`src/rtl/banked_window.sv`:
```
module banked_window #(
  parameter int ADDR_W = 21,
  parameter int OFF_W = 8,
  parameter int DATA_W = 16,
  parameter int BUS_W = 32,
  parameter int NREG = 16,
  parameter logic [ADDR_W-1:0] MAP_BASE = 21'h1F00F8,
  parameter bit PRESENT = 1'b1
) (
  input  logic             clk,
  input  logic             rst_n,
  input  logic             req_valid,
  input  logic             req_we,
  input  logic [OFF_W-1:0] req_off,
  input  logic [BUS_W-1:0] req_wdata,
  output logic             rsp_valid,
  output logic [BUS_W-1:0] rsp_rdata,
  output logic             rsp_err
);
  localparam int BANK_W = ADDR_W - OFF_W;
  localparam int IDX_W = (NREG > 1) ? $clog2(NREG) : 1;
  localparam logic [OFF_W-1:0] BANK_OFF = '1;
  localparam logic [ADDR_W:0] LO = {1'b0, MAP_BASE};
  localparam logic [ADDR_W:0] HI = LO + (ADDR_W+1)'(NREG);

  logic [BANK_W-1:0] bank_q;
  logic [DATA_W-1:0] regs [NREG];

  logic [ADDR_W:0] full_x;
  logic            is_bank, hit;
  logic [IDX_W-1:0] idx;
  logic            unused_wdata;

  assign full_x  = {1'b0, bank_q, req_off};
  assign is_bank = (req_off == BANK_OFF);
  assign hit     = !is_bank && (full_x >= LO) && (full_x < HI);
  assign idx     = IDX_W'(full_x - LO);
  assign unused_wdata = &{1'b0, req_wdata[BUS_W-1:DATA_W]};

  always_ff @(posedge clk or negedge rst_n) begin
    if (!rst_n) begin
      bank_q    <= '0;
      rsp_valid <= 1'b0;
      rsp_rdata <= '0;
      rsp_err   <= 1'b0;
      for (int i = 0; i < NREG; i++) regs[i] <= '0;
    end else begin
      rsp_valid <= req_valid;
      rsp_err   <= 1'b0;
      rsp_rdata <= '0;
      if (req_valid) begin
        if (!PRESENT) begin
          rsp_err <= 1'b1;
        end else if (is_bank) begin
          if (req_we) bank_q <= req_wdata[BANK_W-1:0];
          else        rsp_rdata <= BUS_W'(bank_q);
        end else if (req_we) begin
          if (hit) regs[idx] <= req_wdata[DATA_W-1:0];
        end else begin
          rsp_rdata <= hit ? BUS_W'(regs[idx]) : BUS_W'({DATA_W{1'b1}});
        end
      end
    end
  end
endmodule


```
`config.mk`:
```
export PLATFORM = sky130hd
export DESIGN_NAME = banked_window
export DESIGN_NICKNAME = d
export VERILOG_FILES = /design/src/rtl/banked_window.sv
export SDC_FILE = /design/constraint.sdc
export NUM_CORES = 1
export LEC_CHECK = 0
export BUFFER_PORTS_ARGS = -buffer_cell sky130_fd_sc_hd__clkbuf_2
export CAP_MARGIN = 15
export CORE_ASPECT_RATIO = 1.1
export CORE_MARGIN = 1.5
export CORE_UTILIZATION = 35
export DETAILED_ROUTE_END_ITERATION = 8
export GPL_ROUTABILITY_DRIVEN = 0
export GPL_TIMING_DRIVEN = 0
export PLACE_DENSITY_LB_ADDON = 0.2
export SYNTH_ARGS = -nofsm -noshare
export SYNTH_HDL_FRONTEND = slang
export SYNTH_SLANG_ARGS = --single-unit
```
`constraint.sdc`:
```
create_clock -name clk -period 2.4 [get_ports clk]
set_clock_uncertainty 0.05 [all_clocks]
set_input_delay 0.12 -clock clk [delete_from_list [all_inputs] [get_ports clk]]
set_output_delay 0.12 -clock clk [all_outputs]
set_load 0.05 [all_outputs]
```
==> impl_metrics.tcl, run 1 <==
set metrics [dict create \
    outcome "complete, no violations" \
    numCtsBuffers 31 \
    arrival_ns 2.65 \
    cap_violations 0 \
    die_h_um 207 \
    reg2reg_to "rsp_rdata[6]" \
    cp_max_fo 10 \
    finalPower_uw 10900 \
    drive_gt1_share_pct 41.7 \
    power.leakage_uw 0.00791 \
    combPwrFrac_pct 7.3 \
    htreeDepth 1 \
    grt_max_degree 106 \
    grt_pass1_vias 8430 \
    p_seq_share_pct 44.5 \
    synth_cells 937 \
    die_width_um 189 \
    reg2regPathDepth 7 \
    clock_path_buffers 3 \
    hold_path_depth 4 \
    synth_edf_count 0 \
    grt_usage_pct 18.7 \
    rrSetupSlack_ns 0.1 \
    layout_min_cycle_time_ns 2.30 \
    critPathLaunchType "register" \
    holdWs_ns 0.0524 \
    vias 8205 \
    synth_flop_cell "dfrtp_1" \
    overflow 0 \
    via_per_inst 5.12 \
    routed_wl_um 36000 \
    pin_count 78 \
    wl_met1_um 16700 \
    top_layer_used "met4" \
    rsz0062_at_grt "yes" \
    synth_area_per_cell_um2 14.1 \
    min_delay_worst_endpoint "regs[47]" \
    worstMarginPinSlew_ns 0.840 \
    synthTopCellsByArea "dfrtp_1 54%, mux2_2 21%, mux2i_1 8.5%" \
    cts.sinks 286 \
    synth.distinct_cells 38 \
    clkTransAtPathRegs_ns 0.06 \
    p_per_area_nw_per_um2 689 \
    p_switching_uw 2560 \
    met3_length_um 1360 \
    max_freq_mhz 434 \
    num-nets-final 1127 \
    maxSlewViolCount 0 \
    nFillCells 3522 \
    antenna_found_initial 1 \
    initial_core_util_pct 35.6 \
    fin_setup_tns_ns 0 \
    yosysTopAreaCellShare_pct 54.0 \
    dr.pass1.iters 5 \
    yosys.area.top_type "dfrtp_1" \
    p_int_uw 8360 \
    hpwl_um 24300 \
    rows 74 \
    min_from "req_off[3]" \
    clkPwrFrac_pct 48.2 \
    ir_drop_mv 0.494 \
    utilization_pct 42.6 \
    async_flop_share_pct 100 \
    dp_cells 1490 \
    core_area_um2 37200 \
    switching_share_pct 23.4 \
    setup_viol 0 \
    finalCritPeriodShare_pct 96.0 \
    drc 0 \
    syn2layout_area_growth_pct 19.7 \
    r2r-start "bank_q[0]" \
    hp-class "primary input to register" \
    crit_path_end_kind "register" \
    grt_pass1_wl_um 55400 \
    wl_met2_um 16700 \
    critPathKind "register to register" \
    drtIter0Drc 522 \
    ys_warn_count 0 \
    cp.required_ns 2.75 \
    hold_viol 0 \
    clock_latency_ns 0.56 \
    portBuffers 41 \
    layout.cells.non_filler 1602 \
    synth_area_um2 13300 \
    yosysSeqAreaShare_pct 54.0 \
    postRouteAntennaNets 0 \
    wl_per_cell_um 22.5 \
    dieArea_um2 39000 \
    slew_headroom_pct 44.0 \
    ctsRootBufferMaster "clkbuf_16" \
    cts_tree "done" \
    ys_ff_latch 286 \
]
==> worst max-delay path: stages, from the launching register on <==
cell and delay [ns]:
dfrtp_1 0.40, nor4b_4 0.22, o2bb2a_4 0.18, buf_6 0.16
buf_6 0.18, o41ai_4 0.43, clkbuf_4 0.32, a31oi_1 0.19
==> worst max-delay path by stage <==
stage | cells after the start | slack (ns) | startpoint | endpoint
2_1_floorplan | 5 | 0.17 | bank_q[6] | regs[44]
4_1_cts | 8 | 0.05 | bank_q[2] | regs[13]
3_3_place_gp | 1 | -5.08 | rst_n | regs[129]
5_1_grt | 8 | -0.003 | bank_q[3] | regs[4]
3_5_place_dp | 5 | -0.43 | bank_q[6] | regs[46]
6_report | 7 | 0.1 | bank_q[0] | rsp_rdata[6]
==> power by group through the flow <==
stage / clock, uW / combinational, uW / sequential (uW)
floorplan: 0 / 346 / 5030
global placement: 0 / 759 / 4950
detailed placement: 0 / 773 / 4950
CTS: 5380 / 805 / 4860
global route: 5590 / 852 / 4860
finish: 5260 / 796 / 4860
==> area by class of cell <==
cell class / count / area (um2) / share of cell area (%)
flip-flops and latches: 286 / 7160 / 45.1
multi-input cells: 561 / 5580 / 35.2
clock buffers: 44 / 925 / 5.83
repair buffers: 97 / 746 / 4.70
well taps: 494 / 618 / 3.90
plain buffers: 104 / 608 / 3.83
clock inverters: 13 / 219 / 1.38
inverters: 2 / 7.51 / 0.0473
diodes: 1 / 2.50 / 0.0158
==> kinds of logic after synthesis <==
logic type             count (synthesis)  share of synthesized area, %
muxes                                375                          31.3
DFF                                  286                          54.0
buffers and inverters                106                          4.60
and+or+nand+nor                       87                          5.40
AOI/OAI and AO/OA                     82                          4.68
other                                  1                        0.0283
==> sequential cells by signal, indices dropped and copies added, names as in the netlist <==
| signal | cells |
|---|---|
| rsp_valid | 1 |
| bank_q | 13 |
| rsp_rdata | 16 |
| regs | 256 |
==> layout by cell type, fill, tap and decap left out, drive strengths merged, types with 3 or more instances in the layout <==
cell and count:
clkinv 6, mux2 256, a22oi 52, a221oi 3
nor2b 3, bufinv 6, dlygate4sd3 19, nor2 15
nand2 5, buf 91, a31oi 16, nor4 5
dfrtp 286, nor3 13, o221ai 3, and2 3
mux2i 113, clkbuf 135, nand3 26, a21oi 3
mux4 6, o21ai 3, inv 3, nand4 5
conb 17
==> Yosys cell counts, types with 5 or more instances <==
| cell | count |
|---|---|
| mux2i_1 | 113 |
| nand3_1 | 26 |
| mux2_2 | 245 |
| clkbuf_1 | 49 |
| dfrtp_1 | 286 |
| nand2_1 | 5 |
| buf_2 | 16 |
| a31oi_1 | 16 |
| buf_4 | 21 |
| nor3_4 | 11 |
| buf_6 | 15 |
| a22oi_1 | 52 |
| nor2_1 | 15 |
| mux2_1 | 11 |
| nor4_4 | 5 |
| mux4_2 | 6 |
==> per-stage QoR <==
stage          setup WS (ns)  cell area [um2]
2_1_floorplan          0.173            13300
3_3_place_gp           -5.08            14100
3_5_place_dp          -0.426            14200
4_1_cts               0.0475            15800
5_1_grt             -0.00260            15900
6_report              0.0963            15900
==> layer usage <==
metal,GRT usage (%),vias to the layer above
li1,-,3700
met1,26.4,4272
met2,29.9,175
met3,2.54,58
met4,5.88,0
met5,0,-
==> repair_timing <==
action | CTS | global route
hold endpoints to repair | 179 | 0
setup endpoints to repair | 210 | 48
gates resized for setup | 4 | 8
pin swaps | 18 | 1
buffers inserted | 35 | 0
hold buffers | 19 | 0
No activity file was read; power rests on OpenSTA's default activity.
==> inputs of run 2 (changes only) <==
- MAX_ROUTING_LAYER: not set -> met4
==> run 2 against run 1 <==
  * Combinational power about the same
  * Sequential power about the same
  * Via count about the same
  * Critical endpoint is now regs[38]
  * Global-route usage up 0.58 points
  * First-iteration DRC count down 5.7%
  * Largest power group unchanged
==> impl_metrics.tcl, run 2 (same netlist as run 1, synthesis figures left out) <==
set metrics [dict create \
    outcome "complete, no violations" \
    vias 8200 \
    clkTransAtPathRegs_ns 0.06 \
    ir_drop_mv 0.497 \
    layout_min_cycle_time_ns 2.32 \
    dieArea_um2 39000 \
    antenna_found_initial 1 \
    rows 74 \
    initial_core_util_pct 35.6 \
    largest-register "regs" \
    cts_tree "done" \
    portBuffers 41 \
    hpwl_um 24300 \
    power.leakage_uw 0.00791 \
    grt_pass1_wl_um 55400 \
    drive_gt1_share_pct 41.7 \
    overflow 0 \
    largest_register_ffs 256 \
    dr.pass1.iters 5 \
    worstMarginPinSlew_ns 0.854 \
    cp.required_ns 2.80 \
    die_width_um 189 \
    drtIter0Drc 492 \
    layout_commonest_cell "dfrtp_1" \
    max_freq_mhz 431 \
    critPathKind "register to register" \
    final_cell_mix "283 x dfrtp_1, 245 x mux2_2, 113 x mux2i_1" \
    layout.cells.non_filler 1602 \
    finalCritPeriodShare_pct 96.6 \
    fin_setup_tns_ns 0 \
    die_h_um 207 \
    clock_latency_ns 0.56 \
    core_area_um2 37200 \
    critPathLaunchType "register" \
    use_met1_pct 26.5 \
    p_switching_uw 2560 \
    routed_wl_um 36000 \
    cp_max_fo 10 \
    hp-class "primary input to register" \
    switching_share_pct 23.4 \
    busiest_layer "met2" \
    num-nets-final 1127 \
    p_per_area_nw_per_um2 688 \
    postRouteAntennaNets 0 \
    pin_count 78 \
    grt_pass1_vias 8438 \
    wl_per_cell_um 22.5 \
    grt_max_degree 106 \
    numCtsBuffers 31 \
    crit_path_end_kind "register" \
    reg_top3 "regs x256, rsp_rdata x16, bank_q x13" \
    cap_violations 0 \
    cts.sinks 286 \
    clkPwrFrac_pct 48.2 \
    ctsRootBufferMaster "clkbuf_16" \
    dp_cells 1490 \
    via_per_inst 5.12 \
    combPwrFrac_pct 7.3 \
    p_seq_share_pct 44.5 \
    use_met3_pct 2.56 \
    grt_usage_pct 19.3 \
    drc 0 \
    arrival_ns 2.72 \
    slew_headroom_pct 43.1 \
    syn2layout_area_growth_pct 19.8 \
    rrSetupSlack_ns 0.08 \
    htreeDepth 1 \
    clock_path_buffers 3 \
    p_int_uw 8360 \
    hold_viol 0 \
    setup_viol 0 \
    maxSlewViolCount 0 \
    use_met2_pct 29.9 \
]
-- run 2: cell count changes in the layout (fill, tap and decap cells not counted) --
cell,before,now
buf_8,1,0
buf_6,17,19
buf_12,1,2
buf_4,52,50
-- run 2: layout make-up --
type	count	area, um2
antenna	1	2.50
buffer	104	613
clock buffer	44	925
clock inverter	13	219
fill	3519	21300
inverter	2	7.51
multi-input combinational	561	5580
sequential	286	7160
tap	494	618
timing repair buffer	97	753
-- run 2: routing by layer --
| layer | vias up | wire, um |
|---|---|---|
| li1 | 3689 | - |
| met1 | 4290 | 16800 |
| met2 | 163 | 16700 |
| met3 | 58 | 1270 |
| met4 | 0 | 1200 |
| met5 | - | 0 |
-- run 2: worst max-delay path, stage by stage, from the launching register on --
cell     delay, ns
dfrtp_1       0.43
nor4_4        0.30
buf_6         0.17
nand4_1       0.19
nor4_4        0.35
buf_6         0.18
buf_6         0.18
mux2_2        0.35
-- run 2: through the flow --
stage	worst slack [ns]	hold slack [ns]	utilization (%)	total power [uW]	area, um2
global route	-0.00840	0.0615	42.7	11300	15900
detailed placement	-0.426	0.161	38.2	5720	14200
CTS	0.0475	0.0304	42.6	11000	15800
global placement	-5.08	0.279	38.0	5710	14100
floorplan	0.173	-0.226	-	5370	13300
finish	0.0808	0.0590	42.7	10900	15900
-- run 2: path summary, 6_finish.rpt --
kind / from / end / cells after the start
worst min-delay path: req_off[3] / regs[47] / 4
worst min register to register: regs[136] / regs[136] / 1
worst max register to register: bank_q[1] / regs[38] / 7
worst max-delay path: bank_q[1] / regs[38] / 7
max in group asynchronous: rst_n / regs[112] / 4
min in group asynchronous: rst_n / regs[249] / 2
-- run 2: timing repair --
item	in CTS	in global routing
hold endpoints to repair	179	0
buffers inserted	35	0
hold buffers	19	0
resized for setup	4	11
pin swaps	18	1
setup endpoints to repair	210	55
-- run 2: power groups by stage --
stage / registers [uW] / clock network (uW) / logic [uW]
floorplan: 5030 / 0 / 346
global placement: 4950 / 0 / 759
detailed placement: 4950 / 0 / 773
CTS: 4860 / 5380 / 805
global route: 4860 / 5590 / 853
finish: 4860 / 5260 / 797
==> inputs of run 3 (changes only) <==
- BUFFER_PORTS_ARGS: -buffer_cell sky130_fd_sc_hd__clkbuf_2 -> not set
- DONT_BUFFER_PORTS: not set -> 1
==> run 3 against run 2 <==
  * The flow now finishes with violations (negative hold slack)
  * Global-route usage rose by 0.57 points
  * Total power decreased by 4.1%
  * Sequential share of layout area is 0.97 points higher
  * Critical path depth shrank 3
  * Critical path type unchanged
  * Largest cell class unchanged
  * Largest power group unchanged
  * Highest routed layer unchanged
==> impl_metrics.tcl, run 3 (same netlist as run 1, synthesis figures left out) <==
set metrics [dict create \
    rsz0062_at_grt "no" \
    crit_path_end_kind "register" \
    drive_gt1_share_pct 39.2 \
    power.leakage_uw 0.00766 \
    drtIter0Drc 570 \
    vias 8160 \
    initial_core_util_pct 35.6 \
    cts_hold_buf 18 \
    hold_viol 286 \
    layout_commonest_cell "dfrtp_1" \
    utilization_pct 41.8 \
    outcome "complete, but fails checks" \
    numCtsBuffers 31 \
    hpwl_um 24000 \
    max_freq_mhz 430 \
    clkTransAtPathRegs_ns 0.06 \
    maxSlewViolCount 0 \
    portBuffers 0 \
    grt_pass1_vias 8308 \
    critPathLaunchType "register" \
    layout_min_cycle_time_ns 2.33 \
    largest_register_ffs 256 \
    antenna_found_initial 1 \
    cp_max_fo 10 \
    rows 74 \
    clock_path_buffers 3 \
    num-nets-final 1079 \
    holdWs_ns -0.801 \
    overflow 0 \
    syn2layout_area_growth_pct 17.2 \
    largest-register "regs" \
    worstMarginPinSlew_ns 0.939 \
    grt_usage_pct 19.9 \
    drc 0 \
    final_cell_mix "283 x dfrtp_1, 245 x mux2_2, 113 x mux2i_1" \
    hp-class "primary input to asynchronous set/reset pin" \
    setup_viol 0 \
    arrival_ns 2.67 \
    grt_max_degree 287 \
    dieArea_um2 39000 \
    ir_drop_mv 0.589 \
    ctsRootBufferMaster "clkbuf_16" \
    dr.pass1.iters 5 \
    clock_latency_ns 0.56 \
    wl_per_cell_um 24.0 \
    reg_top3 "regs x256, rsp_rdata x16, bank_q x13" \
    routed_wl_um 37300 \
    critPathKind "register to register" \
    finalCritPeriodShare_pct 96.9 \
    pin_count 78 \
    cts_tree "done" \
    cts.sinks 286 \
    cp.required_ns 2.74 \
    core_area_um2 37200 \
    grt_pass1_wl_um 56000 \
    p_per_area_nw_per_um2 674 \
    die_h_um 207 \
    slew_headroom_pct 37.4 \
    htreeDepth 1 \
    cap_violations 0 \
    via_per_inst 5.25 \
    postRouteAntennaNets 0 \
    die_width_um 189 \
    violations "negative hold slack" \
]
## run 3: layout make-up
type / count / area (um2)
flip-flops and latches: 286 / 7160
inverters: 2 / 7.51
clock buffers: 47 / 966
multi-input cells: 561 / 5580
diodes: 1 / 2.50
repair buffers: 49 / 487
fillers: 3526 / 21700
well taps: 494 / 618
plain buffers: 104 / 612
clock inverters: 11 / 111
## run 3: path summary, 6_finish.rpt
path	start	end	slack, ns	depth (start not counted)
worst max register to register	bank_q[7]	rsp_rdata[6]	0.07	4
worst min register to register	regs[137]	regs[137]	0.40	1
worst max-delay path	bank_q[7]	rsp_rdata[6]	0.07	4
worst min-delay path	rst_n	regs[249]	-0.80	0
max in group asynchronous	rst_n	bank_q[1]	2.61	0
min in group clk	req_wdata[15]	regs[223]	0.06	2
## run 3: through the flow
| step | std cells | setup WS, ns | TNS (ns) | total power (uW) | instance area, um2 |
|---|---|---|---|---|---|
| 6_report | 1555 | 0.0732 | 0 | 10500 | 15500 |
| 2_1_floorplan | 953 | 0.173 | 0 | 5370 | 13300 |
| 4_1_cts | 1553 | -0.0245 | -0.389 | 10600 | 15500 |
| 3_5_place_dp | 1447 | -0.495 | -58.69 | 5540 | 13900 |
| 3_3_place_gp | 1447 | -0.461 | -54.82 | 5540 | 13900 |
| 5_1_grt | 1555 | 0.00409 | 0 | 10800 | 15500 |
## run 3: where the power goes
group          internal [uW]  total, uW  switching [uW]  leakage (uW)
combinational            174        570             396       0.00315
sequential              4850       4940            94.8       0.00397
clock                   2970       4960            1990      0.000539
## run 3: critical path: stages, from the launching register on
cell     delay, ns
dfrtp_1       0.46
or4_1         0.66
o41ai_4       0.51
buf_4         0.29
a31oi_1       0.19
## run 3: what timing repair did
item | in CTS | in global routing
setup endpoints to repair | 230 | 139
setup buffers | 30 | 1
pin swaps | 18 | 3
hold endpoints to repair | 386 | 286
cloned | 0 | 0
gates resized for setup | 2 | 11
## run 3: routing by layer
layer | wire length, um | GRT usage [%] | up-vias
met5 | 0 | - | -
met4 | 1190 | 6.10 | 0
met3 | 1850 | 3.63 | 71
met2 | 17700 | 31.2 | 223
met1 | 16600 | 26.2 | 4272
li1 | - | - | 3594
